$ cat src/rtl/tsa_pkg.sv
package tsa_pkg;

    typedef enum logic [1:0] {
        ST_OFF   = 2'd0,
        ST_COUNT = 2'd1,
        ST_EVAL  = 2'd2
    } tsa_state_e;

    localparam int unsigned NUM_LVL = 3;
    localparam int unsigned STG_W   = 2;
    localparam int unsigned ROW_W   = 2;

    localparam logic [7:0] OFS_REV     = 8'h01;
    localparam logic [7:0] OFS_TYPE    = 8'h04;
    localparam logic [7:0] OFS_SUBTYPE = 8'h05;
    localparam logic [7:0] OFS_STATUS  = 8'h08;
    localparam logic [7:0] OFS_SDCTRL  = 8'h40;
    localparam logic [7:0] OFS_ALMCTRL = 8'h46;

    localparam logic [7:0] TYPE_VAL       = 8'h09;
    localparam logic [7:0] SUBTYPE_FIRST  = 8'h08;
    localparam logic [7:0] SUBTYPE_SECOND = 8'h09;

    localparam int unsigned ROW_STEP_MDC = 5000;

    // Row-0 trip level in millidegrees for level index lvl.
    function automatic int unsigned trip_base_mdc(input bit second, input int unsigned lvl);
        int unsigned v;
        if (second) begin
            v = (lvl == 0) ? 90000 : (lvl == 1) ? 110000 : 140000;
        end else begin
            v = (lvl == 0) ? 105000 : (lvl == 1) ? 125000 : 145000;
        end
        return v;
    endfunction

    // Second-format status code for a stage.
    function automatic logic [2:0] stage_to_code(input logic [STG_W-1:0] stg);
        logic [2:0] c;
        case (stg)
            2'd0:    c = 3'd0;
            2'd1:    c = 3'd1;
            2'd2:    c = 3'd3;
            default: c = 3'd5;
        endcase
        return c;
    endfunction

endpackage

$ cat src/rtl/tsa_stage_eval.sv
module tsa_stage_eval
    import tsa_pkg::*;
#(
    parameter int unsigned TEMP_W       = 18,
    parameter bit          SECOND_TABLE = 1'b1
) (
    input  logic [TEMP_W-1:0] temp_mdc,
    input  logic [ROW_W-1:0]  row,
    output logic [STG_W-1:0]  stage
);

    logic [NUM_LVL-1:0] hit;

    for (genvar l = 0; l < NUM_LVL; l++) begin : g_lvl
        localparam logic [TEMP_W-1:0] BASE = TEMP_W'(trip_base_mdc(SECOND_TABLE, l));
        logic [TEMP_W-1:0] level_mdc;
        assign level_mdc = BASE + (TEMP_W'(row) * TEMP_W'(ROW_STEP_MDC));
        assign hit[l]    = (temp_mdc >= level_mdc);
    end

    always_comb begin
        stage = '0;
        for (int i = 0; i < NUM_LVL; i++) begin
            if (hit[i]) begin
                stage = stage + STG_W'(1);
            end
        end
    end

endmodule

$ cat src/rtl/tsa_regfile.sv
module tsa_regfile
    import tsa_pkg::*;
#(
    parameter bit         GEN2      = 1'b1,
    parameter logic [7:0] REV_MAJOR = 8'h01
) (
    input  logic             clk,
    input  logic             rst_n,
    input  logic             wen,
    input  logic [7:0]       addr,
    input  logic [7:0]       wdata,
    input  logic [STG_W-1:0] stage,
    output logic [7:0]       rdata,
    output logic             en_q,
    output logic [ROW_W-1:0] row_q,
    output logic             fast_q,
    output logic             ovr_q
);

    logic [7:0] status_val;

    always_ff @(posedge clk) begin
        if (!rst_n) begin
            en_q   <= 1'b0;
            row_q  <= '0;
            fast_q <= 1'b0;
            ovr_q  <= 1'b0;
        end else if (wen) begin
            if (addr == OFS_SDCTRL) begin
                row_q  <= wdata[1:0];
                fast_q <= wdata[3];
                ovr_q  <= wdata[6];
            end
            if (addr == OFS_ALMCTRL) begin
                en_q <= wdata[7];
            end
        end
    end

    if (GEN2) begin : g_fmt_second
        assign status_val = {1'b0, stage_to_code(stage), 4'b0000};
    end else begin : g_fmt_first
        assign status_val = {6'b000000, stage};
    end

    always_comb begin
        case (addr)
            OFS_REV:     rdata = REV_MAJOR;
            OFS_TYPE:    rdata = TYPE_VAL;
            OFS_SUBTYPE: rdata = GEN2 ? SUBTYPE_SECOND : SUBTYPE_FIRST;
            OFS_STATUS:  rdata = status_val;
            OFS_SDCTRL:  rdata = {1'b0, ovr_q, 2'b00, fast_q, 1'b0, row_q};
            OFS_ALMCTRL: rdata = {en_q, 7'b0000000};
            default:     rdata = 8'h00;
        endcase
    end

endmodule

$ cat src/rtl/tsa_tick_fsm.sv
module tsa_tick_fsm
    import tsa_pkg::*;
#(
    parameter int unsigned FAST_DIV = 8,
    parameter int unsigned SLOW_DIV = 32
) (
    input  logic             clk,
    input  logic             rst_n,
    input  logic             en,
    input  logic             fast,
    input  logic [STG_W-1:0] stage_in,
    output logic [STG_W-1:0] stage_q,
    output logic             irq_q,
    output logic             eval_now
);

    localparam int unsigned MAX_DIV = (FAST_DIV > SLOW_DIV) ? FAST_DIV : SLOW_DIV;
    localparam int unsigned CNT_W   = (MAX_DIV > 2) ? $clog2(MAX_DIV) : 1;

    tsa_state_e       state_q, state_d;
    logic [CNT_W-1:0] cnt_q;
    logic [CNT_W-1:0] lim_m2;
    logic             at_lim;

    assign lim_m2   = fast ? CNT_W'(FAST_DIV - 2) : CNT_W'(SLOW_DIV - 2);
    assign at_lim   = (cnt_q >= lim_m2);
    assign eval_now = (state_q == ST_EVAL);

    always_comb begin
        state_d = state_q;
        unique case (state_q)
            ST_OFF: begin
                if (en) state_d = ST_COUNT;
            end
            ST_COUNT: begin
                if (!en)        state_d = ST_OFF;
                else if (at_lim) state_d = ST_EVAL;
            end
            ST_EVAL: begin
                state_d = en ? ST_COUNT : ST_OFF;
            end
            default: state_d = ST_OFF;
        endcase
    end

    // State register
    always_ff @(posedge clk) begin
        if (!rst_n) state_q <= ST_OFF;
        else        state_q <= state_d;
    end

    // Tick divider
    always_ff @(posedge clk) begin
        if (!rst_n) begin
            cnt_q <= '0;
        end else if (state_q == ST_COUNT && state_d == ST_COUNT) begin
            cnt_q <= cnt_q + CNT_W'(1);
        end else begin
            cnt_q <= '0;
        end
    end

    // Outputs
    always_ff @(posedge clk) begin
        if (!rst_n) begin
            stage_q <= '0;
            irq_q   <= 1'b0;
        end else if (!en) begin
            stage_q <= '0;
            irq_q   <= 1'b0;
        end else if (state_q == ST_EVAL) begin
            stage_q <= stage_in;
            irq_q   <= (stage_in != stage_q);
        end else begin
            irq_q   <= 1'b0;
        end
    end

endmodule

$ cat src/rtl/thermal_stage_alarm.sv
module thermal_stage_alarm
    import tsa_pkg::*;
#(
    parameter bit          GEN2      = 1'b1,
    parameter logic [7:0]  REV_MAJOR = 8'h01,
    parameter int unsigned TEMP_W    = 18,
    parameter int unsigned FAST_DIV  = 8,
    parameter int unsigned SLOW_DIV  = 32
) (
    input  logic              clk,
    input  logic              rst_n,
    input  logic              reg_wen,
    input  logic [7:0]        reg_addr,
    input  logic [7:0]        reg_wdata,
    output logic [7:0]        reg_rdata,
    input  logic [TEMP_W-1:0] temp_mdc,
    output logic              alarm_irq,
    output logic              shdn_stage2,
    output logic              shdn_stage3
);

    localparam bit SECOND_TABLE = GEN2 && (REV_MAJOR >= 8'h01);

    logic             en_q;
    logic [ROW_W-1:0] row_q;
    logic             fast_q;
    logic             ovr_q;
    logic [STG_W-1:0] stage_cmp;
    logic [STG_W-1:0] stage_q;
    logic             eval_now;

    tsa_regfile #(
        .GEN2      (GEN2),
        .REV_MAJOR (REV_MAJOR)
    ) u_regs (
        .clk    (clk),
        .rst_n  (rst_n),
        .wen    (reg_wen),
        .addr   (reg_addr),
        .wdata  (reg_wdata),
        .stage  (stage_q),
        .rdata  (reg_rdata),
        .en_q   (en_q),
        .row_q  (row_q),
        .fast_q (fast_q),
        .ovr_q  (ovr_q)
    );

    tsa_stage_eval #(
        .TEMP_W       (TEMP_W),
        .SECOND_TABLE (SECOND_TABLE)
    ) u_eval (
        .temp_mdc (temp_mdc),
        .row      (row_q),
        .stage    (stage_cmp)
    );

    tsa_tick_fsm #(
        .FAST_DIV (FAST_DIV),
        .SLOW_DIV (SLOW_DIV)
    ) u_fsm (
        .clk      (clk),
        .rst_n    (rst_n),
        .en       (en_q),
        .fast     (fast_q),
        .stage_in (stage_cmp),
        .stage_q  (stage_q),
        .irq_q    (alarm_irq),
        .eval_now (eval_now)
    );

    assign shdn_stage2 = (stage_q >= STG_W'(2)) && !ovr_q;
    assign shdn_stage3 = (stage_q == STG_W'(3));

endmodule

$ cat config.mk
export PLATFORM = sky130hd
export DESIGN_NAME = thermal_stage_alarm
export DESIGN_NICKNAME = d
export VERILOG_FILES = /design/src/rtl/tsa_pkg.sv /design/src/rtl/tsa_stage_eval.sv /design/src/rtl/tsa_regfile.sv /design/src/rtl/tsa_tick_fsm.sv /design/src/rtl/thermal_stage_alarm.sv
export SDC_FILE = /design/constraint.sdc
export NUM_CORES = 1
export LEC_CHECK = 0
export ABC_AREA = 1
export BUFFER_PORTS_ARGS = -buffer_cell sky130_fd_sc_hd__buf_2
export CAP_MARGIN = 20
export CORE_UTILIZATION = 45
export DETAILED_ROUTE_END_ITERATION = 10
export PLACE_DENSITY = 0.73
export RECOVER_POWER = 25
export SLEW_MARGIN = 10
export SYNTH_ARGS = -nofsm -noshare
export SYNTH_HDL_FRONTEND = slang
export SYNTH_SLANG_ARGS = --single-unit
$ cat constraint.sdc
create_clock -name clk -period 3.2 [get_ports clk]
set_input_delay 0.16 -clock clk [delete_from_list [all_inputs] [get_ports clk]]
set_output_delay 0.16 -clock clk [all_outputs]
set_load 0.05 [all_outputs]
## Word-level counts from Yosys, hierarchy flattened

Cells that the tools add are included.

| storage, ports and cells | value |
|---|---|
| register bits | 15 |
| bits of input ports | 37 |
| output and inout bits | 11 |
| word-level logic and storage cells | 55 |

| operators by class | value |
|---|---|
| $add $sub $neg | 6 |
| multipliers | 1 |
| $lt $le $gt $ge | 5 |
| equality and inequality tests | 13 |
| mux-type cells | 11 |
| reductions and logical operators | 11 |

Operators by type and width:

| operator | number |
|---|---|
| greater-or-equal comparator 18 bit | 3 |
| one-hot mux 8 bit (5 select lines) | 1 |
| adder 17 x 15 -> 18 bit (first input constant) | 2 |
| adder 18 x 15 -> 18 bit (first input constant) | 1 |
| == test 8 x 3 -> 1 bit (second input constant) | 2 |
| == test 8 x 7 -> 1 bit (second input constant) | 2 |
| multiplier 2 x 10 -> 12 bit (second input constant) | 1 |
| 2-to-1 mux 2 bit | 5 |
| one-hot mux 3 bit (3 select lines) | 1 |
| == test 8 x 1 -> 1 bit (second input constant) | 1 |
| == test 8 x 4 -> 1 bit (second input constant) | 1 |
| AND reduction 2 bit | 4 |
| == test 2 x 1 -> 1 bit (second input constant) | 3 |
| == test 2 bit (second input constant) | 3 |
| one-hot mux 2 bit (3 select lines) | 1 |
| adder 5 x 1 -> 5 bit (second input constant) | 1 |
| greater-or-equal comparator 5 bit | 1 |
| 2-to-1 mux 5 bit | 1 |
| logical NOT 2 bit | 2 |
| AND reduction 3 bit | 1 |
| adder 1 x 1 -> 2 bit (second input constant) | 1 |
| adder 2 x 1 -> 2 bit (second input constant) | 1 |
| greater-or-equal comparator 2 bit (second input constant) | 1 |
| logical AND 1 bit | 2 |
| other kinds (4) | 5 |

## Logic depth before layout (Yosys ltp)

Gate-level depths: netlist of run 1.

| depth | value |
|---|---|
| depth after elaboration | 9 |
| mapped depth | 21 |
| gate-level depth less buffers | 21 |

## Modules after synthesis

Synthesis of run 1 repeated with hierarchy kept, for this count alone.

| unflattened totals | value |
|---|---|
| cell total of the unflattened synthesis | 317 |
| area total of the unflattened synthesis | 2074.5 µm² |

By module, submodules not included:

| module | instances | cells an instance | area an instance (µm²) | seq. area each (µm²) |
|---|---|---|---|---|
| tsa_stage_eval | 1 | 179 | 1128.6 | 0.0 |
| tsa_tick_fsm | 1 | 55 | 478.0 | 200.2 |
| tsa_regfile | 1 | 79 | 450.4 | 100.1 |
| thermal_stage_alarm | 1 | 4 | 17.5 | 0.0 |

## Worst setup path after synthesis of run 1

Ideal clock, no wire load.

| timing path | value |
|---|---|
| path type | register to register |
| start | register u_regs.row_q[1] |
| end | register u_fsm.irq_q |
| arrival | 2.702 ns |
| data required time | 3.089 ns |
| slack | 0.387 ns |
| stages on the path, launching flop included | 21 |
| period minus slack after synthesis | 2.813 ns |
| cell sequence | dfxtp_1 > inv_1 > ha_1 > xor2_1 > inv_1 > ha_1 > nand2_1 > inv_1 > nand3_1 > nor2_1 > nand2_1 > o21ai_0 > a31oi_1 > inv_1 > ha_1 > nand4_1 > nand2_2 > nand2_1 > nand2_1 > nor2_1 > nor2_1 |

| between the ends | value |
|---|---|
| word-level cells in the longest chain between the ends | 9 |
| elaborated cells between the ends (all ways) | 13 |
| classes of those cells | add/sub: 5; mul: 1; order compare: 3; eq/ne: 1; mux: 3 |

Ends and longest elaborated chain:

| element | line | RTL |
|---|---|---|
| start, declared | tsa_regfile.sv:15 | `output logic [ROW_W-1:0] row_q,` |
| start signal, assigned | tsa_regfile.sv:30 | `row_q <= wdata[1:0];` |
| multiplier 2 x 10 -> 12 bit * | tsa_stage_eval.sv:17 | `assign level_mdc = BASE + (TEMP_W'(row) * TEMP_W'(ROW_STEP_MDC));` |
| adder 17 x 15 -> 18 bit | tsa_stage_eval.sv:17 |  |
| greater-or-equal comparator 18 bit | tsa_stage_eval.sv:18 | `assign hit[l] = (temp_mdc >= level_mdc);` |
| 2-to-1 mux 1 bit | tsa_stage_eval.sv:24 | `if (hit[i]) begin` |
| adder 1 x 1 -> 2 bit | tsa_stage_eval.sv:25 | `stage = stage + STG_W'(1);` |
| 2-to-1 mux 2 bit | tsa_stage_eval.sv:24 |  |
| adder 2 x 1 -> 2 bit | tsa_stage_eval.sv:25 |  |
| 2-to-1 mux 2 bit * | tsa_stage_eval.sv:24 |  |
| != test 2 bit * | tsa_tick_fsm.sv:73 | `irq_q <= (stage_in != stage_q);` |
| end signal, assigned | tsa_tick_fsm.sv:73 |  |
| end, declared | tsa_tick_fsm.sv:13 | `output logic irq_q,` |

Mark *: on every way between the ends. The rest lies on a longest branch, timed or not.
A chain may end at the register's enable or synchronous reset.

## Worst setup path in the final report of run 1

| timing path | value |
|---|---|
| start | register u_regs.row_q[0] |
| end | register u_fsm.irq_q |

Same word-level chain as after synthesis.

==> key figures, run 1 <==
Logic synthesis
  • Top post-synthesis cells by area: ha_1, dfxtp_1, nand2_1
  • Yosys top cell area share: 0.261
  • Post-synth top area cell: ha_1
  • Mapped cell area: 1910 um^2
  • Register bit total from synthesis: 15
  • Sequential area share after synthesis: 0.157
  • Synth Instances: 290
  • Synth Area per Inst: 6.60 um^2
  • Syn Nets: 367
  • Synth cell types: 31
  • Synth warn: 0

Floorplanning
  • Starting density of the core: 0.475
  • Die height: 67.2 um
  • Row count: 23
  • Horiz. Die Dim: 67.2 um
  • Core footprint: 4030 um^2
  • Die Area: 4520 um^2
  • Top Ports: 48

Finish
  • Area grow syn2layout: 18.0%
  • Reg area: 300 um^2
  • Nets: 418
  • Share of layout cells above drive strength 1: 0.165
  • Fillcell total: 413
  • Multi-input gate area: 1420 um^2
  • ANT cells: 0

Clocking
  • Hold Buf Count CTS: 0
  • Reg clk slew, reported paths: 0.06 ns
  • Worst-Skew Late Latency: 0.24 ns
  • H-tree depth: 1
  • Post-CTS setup repair buffer count: 0
  • Maximum root-to-sink buffer count: 2
  • # clock sinks: 15
  • Clock buffer count from CTS: 3
  • # resized after CTS: 0
  • Root Driver: clkbuf_8
  • CTS tree: yes

Setup path
  • Buffers & Inverters on Critical Path: 4
  • Slowest CP cell: ha_1
  • Worst-path fanout max: 6
  • FF-to-FF setup slack: 0.33 ns
  • Worst setup EP type: flop
  • Delay-heaviest family, CP: adder cells
  • Worst-case reg-to-reg path depth: 19
  • Cells along the critical path: inv_1, ha_1, xor2_1, inv_1, ha_1, nand2_1, inv_1, nand3_1, nor2_1, nand2_1, o21ai_0, a31oi_1, inv_1, ha_1, nand4_1, nand3_1, nand2_1, nor2_1, nor2_1
  • Reg-to-reg endpoint: u_fsm.irq_q
  • Critical path launch point type: flop
  • Reg2reg start: u_regs.row_q[0]
  • WP depth: 19
  • Critical path class: flop to flop
  • CP dominant cell by count: inv_1
  • Arr. time, crit path: 3.01 ns
  • CP max stage delay: 0.32 ns
  • Required @ worst endpoint: 3.34 ns

Pwr
  • Cell Pwr Density: 202 nW/um^2
  • Final Power: 457 uW
  • Leakage: 1.21 nW
  • VDD IR-drop max: 0.408 mV

Outcome
  • Status: completed

STA
  • Fin crit share: 0.897
  • Minimum clock period: 2.87 ns
  • Fin Setup TNS: 0 ns
  • Worst setup margin: 0.331 ns
  • RSZ-0062 raised after global routing: false
  • Worst-margin pin slew: 0.585 ns
  • Fmax: 349 MHz
  • Clk_skew: 0.00167 ns
  • Max-slew violation count: 0
  • Final Hold Viols: 0
  • # setup viols final: 0
  • Slew HR: 0.611

Place
  • HPWL Detailed: 3.67 mm
  • Final Wtd Congestion: 0.883
  • Dpl ws: 0.356 ns
  • PortBufs: 43

Detailed routing
  • Via/cell ratio: 4.98
  • Final WL: 4.29 mm
  • Vias: 1,944
  • Final ANT Viol Nets: 0
  • 1st-iter DRT viols: 102
  • Pre-antenna DRT Iters: 4
  • DR DRC count: 0
  • WL per Instance: 11.0 um

Min path
  • Hold path start: reg_wdata[3]
  • WHS Path Cells: 3
  • Worst min path class: input port to flop
  • Endpoint of the worst hold path: u_regs.fast_q

Run
  • Max Cap Viol: 0

Global routing
  • Initial antenna violation count: 0
  • GRT overflow: 0
  • Vias in the first global route: 1,748
  • Largest net degree at the start of global routing: 10
  • Total track usage: 0.205
  • Global-route wire length before repair: 7.20 mm
worst reg2reg max path, stage by stage, from the launching register on:
cell,delay (ns)
dfxtp_1,0.31
inv_1,0.17
ha_1,0.27
xor2_1,0.21
inv_1,0.07
ha_1,0.32
nand2_1,0.10
inv_1,0.06
nand3_1,0.06
nor2_1,0.04
nand2_1,0.05
o21ai_0,0.07
a31oi_1,0.27
inv_1,0.08
ha_1,0.30
nand4_1,0.14
nand3_1,0.10
nand2_1,0.05
nor2_1,0.08
nor2_1,0.04
cells in the mapped netlist:
master    count
a21boi_0      1
a21o_1        1
a21oi_1      18
a21oi_4       1
a31oi_1       1
a32o_1        1
and3_1        1
buf_4         1
conb_1        1
dfxtp_1      15
ha_1         40
inv_1        50
nand2_1      53
nand2_2       2
nand3_1      18
nand3_2       2
nand3b_1      1
nand4_1      10
nor2_1       36
nor2_2        2
nor3_1        6
nor4_1        3
o211ai_1      2
o21a_1        1
o21ai_0       9
o21ai_1       1
o21bai_1      1
o31ai_1       2
o41ai_1       1
xnor2_1       3
xor2_1        6
power by group:
group	internal [mW]	switching (mW)	total (mW)
sequential	0.187	0.000104	0.187
combinational	0.0483	0.0717	0.120
clock	0.0861	0.0642	0.150
layout make-up:
cell class                      count  area share
Clock buffer                        3      0.0183
Clock inverter                      1     0.00222
Inverter                           50      0.0831
Multi-Input combinational cell    224       0.628
Sequential cell                    15       0.133
Tap cell                           50      0.0277
Timing Repair Buffer               47       0.107
cell usage in the layout (no fill, tap or decap), drive strengths merged:
cell type / Yosys / final
a21boi: 1 / 1
a21o: 1 / 1
a21oi: 19 / 19
a31oi: 1 / 1
a32o: 1 / 1
and3: 1 / 1
buf: 1 / 45
clkbuf: 0 / 5
clkinv: 0 / 1
conb: 1 / 1
dfxtp: 15 / 15
ha: 40 / 40
inv: 50 / 50
nand2: 55 / 55
nand3: 20 / 20
nand3b: 1 / 1
nand4: 10 / 10
nor2: 38 / 38
nor3: 6 / 6
nor4: 3 / 3
o211ai: 2 / 2
o21a: 1 / 1
o21ai: 10 / 10
o21bai: 1 / 1
o31ai: 2 / 2
o41ai: 1 / 1
xnor2: 3 / 3
xor2: 6 / 6
registers in the layout, indices dropped and copies added (netlist names):
signal,cells
u_fsm.stage_q,2
u_fsm.cnt_q,5
u_regs.fast_q,1
u_regs.ovr_q,1
u_fsm.state_q,2
u_regs.en_q,1
u_regs.row_q,2
u_fsm.irq_q,1
routing by layer:
metal | track usage | wire, um | vias up
li1 | - | - | 1056
met1 | 0.251 | 2070 | 823
met2 | 0.363 | 1930 | 55
met3 | 0.0321 | 196 | 10
met4 | 0.0638 | 93 | 0
met5 | 0 | 0 | -
through the flow:
stage                     hold slack [ns]   util  instances  area [um^2]
after floorplan                     0.296      -        290         1910
after global placement              0.416  0.550        386         2210
after detailed placement            0.424  0.550        386         2210
after CTS                           0.169  0.561        390         2260
after global routing                0.213  0.561        390         2260
final                               0.165  0.561        390         2260
cells by family after synthesis:
family | synth area share
XOR/XNOR | 0.0412
buffers and inverters | 0.102
AO/OA/AOI/OAI | 0.126
AND/OR/NAND/NOR | 0.310
other | 0.00196
adder cells (fa/ha/maj) | 0.261
flip-flops | 0.157
how the worst max path moves through the flow:
stage	from	end	slack [ns]
3_5_place_dp	u_regs.row_q[0]	u_fsm.irq_q	0.36
4_1_cts	u_regs.row_q[0]	u_fsm.irq_q	0.34
3_3_place_gp	u_regs.row_q[0]	u_fsm.irq_q	0.43
6_report	u_regs.row_q[0]	u_fsm.irq_q	0.33
5_1_grt	u_regs.row_q[0]	u_fsm.irq_q	0.07
2_1_floorplan	u_regs.row_q[1]	u_fsm.irq_q	0.39
Power figures use the tool's default switching activity.
==> inputs of run 2 (changes only) <==
- SYNTH_HIERARCHICAL: unset -> 1
==> key figures, run 2 <==
Pwr
  • Leakage: 1.24 nW
  • Cell Pwr Density: 192 nW/um^2
  • VDD IR-drop max: 0.267 mV

Min path
  • Endpoint of the worst hold path: u_regs/fast_q
  • WHS Path Cells: 3
  • Worst min path class: input port to flop
  • Hold path start: rst_n

Clocking
  • # resized after CTS: 0
  • Worst-Skew Late Latency: 0.24 ns
  • Root Driver: clkbuf_8
  • Post-CTS setup repair buffer count: 0
  • Clock buffer count from CTS: 3
  • Reg clk slew, reported paths: 0.06 ns
  • Maximum root-to-sink buffer count: 2
  • CTS tree: yes
  • # clock sinks: 15
  • Hold Buf Count CTS: 0
  • H-tree depth: 1

Setup path
  • CP max stage delay: 0.37 ns
  • FF-to-FF setup slack: 0.33 ns
  • Worst setup EP type: flop
  • Worst-path fanout max: 5
  • Critical path class: flop to flop
  • Arr. time, crit path: 3.01 ns
  • Required @ worst endpoint: 3.34 ns
  • Critical path launch point type: flop
  • Cells along the critical path: inv_1, ha_1, nand2_1, inv_1, nor2_1, inv_1, ha_1, nor2_1, and3b_2, nand2_1, a21oi_1, nor2_1, ha_1, nand4_1, nand2_1, xnor2_1, a21oi_1
  • Reg-to-reg endpoint: u_fsm/irq_q
  • Reg2reg start: u_regs/row_q[0]
  • Worst-case reg-to-reg path depth: 17
  • Slowest CP cell: ha_1

Global routing
  • Vias in the first global route: 1,849
  • Total track usage: 0.180
  • GRT overflow: 0
  • Largest net degree at the start of global routing: 11
  • Global-route wire length before repair: 7.38 mm
  • Initial antenna violation count: 0

Logic synthesis
  • Post-synth top area cell: ha_1
  • Yosys top cell area share: 0.241
  • Register bit total from synthesis: 15
  • Most common cell in the synthesized netlist: nand2_1
  • Synth cell types: 29
  • Synth Area per Inst: 6.54 um^2
  • Top cell types by occurrence after synthesis: nand2_1, inv_1, nor2_1, ha_1, nand3_1
  • Asr flop ratio synth: 0
  • Synth warn: 6
  • Top post-synthesis cells by area: ha_1, dfxtp_1, nand2_1
  • Dominant synthesized flop cell: dfxtp_1
  • Sequential area share after synthesis: 0.145
  • EDFF count, synth: 0
  • Syn Nets: 394
  • Synth Instances: 317
  • Mapped cell area: 2070 um^2

Finish
  • ANT cells: 0
  • Final Util: 0.547
  • Area grow syn2layout: 15.7%
  • Top reg by flops: u_fsm/cnt_q
  • Nets: 444
  • Share of layout cells above drive strength 1: 0.197
  • Most frequent cells in the layout: nand2_1, inv_1, nor2_1, buf_2, ha_1
  • Cell Count, Final, Fillers Out: 418
  • Commonest non-fill, non-tap cell in the layout: nand2_1
  • Max FFs per register: 5

STA
  • RSZ-0062 raised after global routing: false
  • Final Hold Viols: 0
  • Fin Setup TNS: 0 ns
  • Slew HR: 0.608
  • Minimum clock period: 2.87 ns
  • Fmax: 348 MHz
  • Max-slew violation count: 0
  • Worst-margin pin slew: 0.591 ns
  • Hold Slack: 0.185 ns
  • Fin crit share: 0.897
  • Clk_skew: 0.00155 ns
  • # setup viols final: 0

Place
  • HPWL Detailed: 3.64 mm
  • Final Wtd Congestion: 0.849
  • PortBufs: 43
  • # placed instances: 414

Floorplanning
  • Starting density of the core: 0.473
  • Core footprint: 4380 um^2
  • Row count: 24
  • Top Ports: 48
  • Horiz. Die Dim: 69.9 um
  • Die height: 69.9 um
  • Die Area: 4890 um^2

Detailed routing
  • Met1 WL: 2.10 mm
  • Final WL: 4.27 mm
  • Pre-antenna DRT Iters: 4
  • Via/cell ratio: 4.81
  • Final ANT Viol Nets: 0
  • Met3 Routed Length: 156 um
  • DR DRC count: 0
  • DR WL met2: 2.00 mm
  • WL per Instance: 10.2 um
  • Max Used Layer: met4
  • Vias: 2,009
  • 1st-iter DRT viols: 70

Run
  • Max Cap Viol: 0

Outcome
  • Status: completed
[run 2: cell types whose count changed after synthesis, sizes merged, moves of 2 or more]
cell    delta
inv        +4
nand2     +12
nand4      -3
nor2      +19
nor3       -2
o211ai     -2
o31ai      -2
xnor2      +4
[run 2: report_power, final]
group / switching [mW] / leakage, nW / total (mW) / internal, mW
registers: 0.000119 / 0.121 / 0.187 / 0.187
clock network: 0.0682 / 0.0255 / 0.154 / 0.0861
logic: 0.0704 / 1.09 / 0.119 / 0.0483
[run 2: logic make-up after synthesis]
family,after synthesis,share of synthesized area
xor gates and xnor gates,12,0.0507
adders and majority gates,40,0.241
other,1,0.00181
and+or+nand+nor,160,0.364
DFF,15,0.145
AOI/OAI and AO/OA,34,0.0959
buffers and inverters,55,0.101
[run 2: critical path, delay by kind of cell (launching register included)]
family / cells / cell delay [ns]
AOI/OAI and AO/OA: 2 / 0.19
xor gates and xnor gates: 1 / 0.13
adders and majority gates: 3 / 0.98
buffers and inverters: 3 / 0.21
DFF: 1 / 0.33
and+or+nand+nor: 8 / 0.91
[run 2: final cells by class]
type,instances,area (um^2)
Multi-Input combinational cell,247,1550
Fill cell,417,1980
Inverter,54,203
Clock inverter,1,5.00
Tap cell,52,65.1
Timing Repair Buffer,46,234
Clock buffer,3,41.3
Sequential cell,15,300
[run 2: worst max-delay path by stage]
stage | startpoint | to | cells past startpoint
3_5_place_dp | u_regs/row_q[0] | u_fsm/irq_q | 17
4_1_cts | u_regs/row_q[0] | u_fsm/irq_q | 17
5_1_grt | u_regs/row_q[0] | u_fsm/irq_q | 20
3_3_place_gp | u_regs/row_q[0] | u_fsm/irq_q | 17
6_report | u_regs/row_q[0] | u_fsm/irq_q | 17
2_1_floorplan | u_regs/row_q[0] | u_fsm/irq_q | 17
[run 2: per-layer routing]
layer / global-route usage / vias to the layer above
li1: - / 1104
met2: 0.331 / 46
met5: 0 / -
met3: 0.0144 / 2
met4: 0.0400 / 0
met1: 0.226 / 857
[run 2: stage by stage]
stage          power (mW)  instance area [um^2]  setup slack (ns)
4_1_cts             0.462                  2420             0.317
5_1_grt             0.489                  2400            0.0476
6_report            0.460                  2400             0.330
2_1_floorplan       0.267                  2070             0.362
3_5_place_dp        0.311                  2370             0.335
3_3_place_gp        0.309                  2370             0.369
==> inputs of run 3 (changes only) <==
--- a/config.mk
+++ b/config.mk
@@ -10,2 +10,3 @@
 export CAP_MARGIN = 20
+export CORE_MARGIN = 2
 export CORE_UTILIZATION = 45
==> constraint.sdc (replaced) <==
create_clock -name clk -period 3.2 [get_ports clk]
set_input_delay 0.48 -clock clk [delete_from_list [all_inputs] [get_ports clk]]
set_output_delay 0.48 -clock clk [all_outputs]
set_load 0.05 [all_outputs]
==> key figures, run 3 (synthesized netlist as in run 2, its figures left out) <==
STA
  • Fin crit share: 0.892
  • Final Hold Viols: 0
  • RSZ-0062 raised after global routing: false
  • Clk_skew: 0.00479 ns
  • Fmax: 350 MHz
  • Max-slew violation count: 0
  • # setup viols final: 0
  • Fin Setup TNS: 0 ns
  • Minimum clock period: 2.85 ns

Clocking
  • Maximum root-to-sink buffer count: 2
  • Worst-Skew Late Latency: 0.24 ns
  • # clock sinks: 15
  • H-tree depth: 1
  • CTS tree: yes
  • Reg clk slew, reported paths: 0.06 ns
  • Clock buffer count from CTS: 3
  • Root Driver: clkbuf_8
  • Hold Buf Count CTS: 0
  • Post-CTS setup repair buffer count: 0
  • # resized after CTS: 0

Detailed routing
  • DR DRC count: 0
  • Vias: 2,030
  • Pre-antenna DRT Iters: 4
  • 1st-iter DRT viols: 59
  • Final WL: 4.31 mm
  • WL per Instance: 10.3 um
  • Final ANT Viol Nets: 0
  • Via/cell ratio: 4.86

Finish
  • Nets: 444
  • Final Util: 0.548
  • Most frequent cells in the layout: nand2_1, inv_1, nor2_1, buf_2, ha_1
  • ANT cells: 0
  • Max FFs per register: 5
  • Top reg by flops: u_fsm/cnt_q
  • Commonest non-fill, non-tap cell in the layout: nand2_1
  • Share of layout cells above drive strength 1: 0.202
  • Area grow syn2layout: 15.9%
  • Fillcell total: 439

Global routing
  • Global-route wire length before repair: 7.53 mm
  • Total track usage: 0.176
  • GRT overflow: 0
  • Initial antenna violation count: 0
  • Largest net degree at the start of global routing: 11
  • Vias in the first global route: 1,882

Floorplanning
  • Core footprint: 4380 um^2
  • Top Ports: 48
  • Horiz. Die Dim: 71.9 um
  • Row count: 24
  • Starting density of the core: 0.473
  • Die Area: 5170 um^2
  • Die height: 71.9 um

Setup path
  • Worst setup EP type: flop
  • Critical path launch point type: flop
  • Arr. time, crit path: 2.99 ns
  • Critical path class: flop to flop
  • Worst-path fanout max: 5
  • Required @ worst endpoint: 3.33 ns

Min path
  • Worst min path class: flop to flop

Pwr
  • Leakage: 1.24 nW
  • Final Power: 456 uW
  • VDD IR-drop max: 0.238 mV
  • Cell Pwr Density: 190 nW/um^2

Run
  • Max Cap Viol: 0

Place
  • HPWL Detailed: 3.75 mm
  • PortBufs: 43
  • Final Wtd Congestion: 0.855

Outcome
  • Status: completed
[run 3: changes by cell type in the layout (fill, tap and decap cells not counted)]
| cell | previous run | this run |
|---|---|---|
| buf_2 | 40 | 41 |
| clkbuf_1 | 3 | 2 |
| a21boi_1 | 1 | 0 |
| nand2_1 | 61 | 60 |
| nand2_2 | 6 | 7 |
| a21boi_0 | 0 | 1 |
[run 3: area by class of cell]
cell class / instances / area [um^2] / share of cell area
sequential: 15 / 300 / 0.125
inverter: 54 / 203 / 0.0843
tap: 52 / 65.1 / 0.0271
clock buffer: 3 / 41.3 / 0.0172
timing repair buffer: 46 / 235 / 0.0979
multi-input combinational: 247 / 1550 / 0.647
clock inverter: 1 / 5.00 / 0.00208
[run 3: final timing paths]
path                                 startpoint  cells after the start        endpoint  slack (ns)
worst max-delay path            u_regs/row_q[0]                     17     u_fsm/irq_q        0.35
worst min-delay path             u_fsm/cnt_q[0]                      1  u_fsm/cnt_q[0]        0.47
worst min register to register   u_fsm/cnt_q[0]                      1  u_fsm/cnt_q[0]        0.47
worst max register to register  u_regs/row_q[0]                     17     u_fsm/irq_q        0.35
[run 3: per-layer routing]
| metal | GRT usage | routed length [um] | up-vias |
|---|---|---|---|
| met4 | 0.0461 | 42 | 0 |
| met2 | 0.327 | 2050 | 50 |
| met3 | 0.0139 | 168 | 4 |
| li1 | - | - | 1106 |
| met5 | 0 | 0 | - |
| met1 | 0.219 | 2050 | 870 |
[run 3: per-stage QoR]
stage | hold WS [ns] | setup slack, ns | instances | area, um^2
floorplan | 0.430 | 0.362 | 317 | 2070
global placement | 0.442 | 0.353 | 414 | 2370
detailed placement | 0.452 | 0.358 | 414 | 2370
CTS | 0.471 | 0.351 | 418 | 2420
global route | 0.510 | 0.0821 | 418 | 2400
finish | 0.471 | 0.346 | 418 | 2400
[run 3: power by group]
| group | internal, mW | switching (mW) | leakage, nW | total, mW |
|---|---|---|---|---|
| Combinational | 0.0484 | 0.0714 | 1.10 | 0.120 |
| Clock | 0.0860 | 0.0631 | 0.0255 | 0.149 |
| Sequential | 0.187 | 0.000120 | 0.121 | 0.187 |
| Total | 0.321 | 0.135 | 1.24 | 0.456 |
[run 3: critical path: stages (launching register included)]
cell and delay [ns]:
dfxtp_1 0.32, inv_1 0.10, ha_1 0.37, nand2_1 0.10
inv_1 0.04, nor2_1 0.14, inv_1 0.06, ha_1 0.30
nor2_1 0.13, and3b_2 0.20, nand2_1 0.06, a21oi_1 0.13
nor2_1 0.07, ha_1 0.30, nand4_1 0.10, nand2_1 0.08
xnor2_1 0.14, a21oi_1 0.08
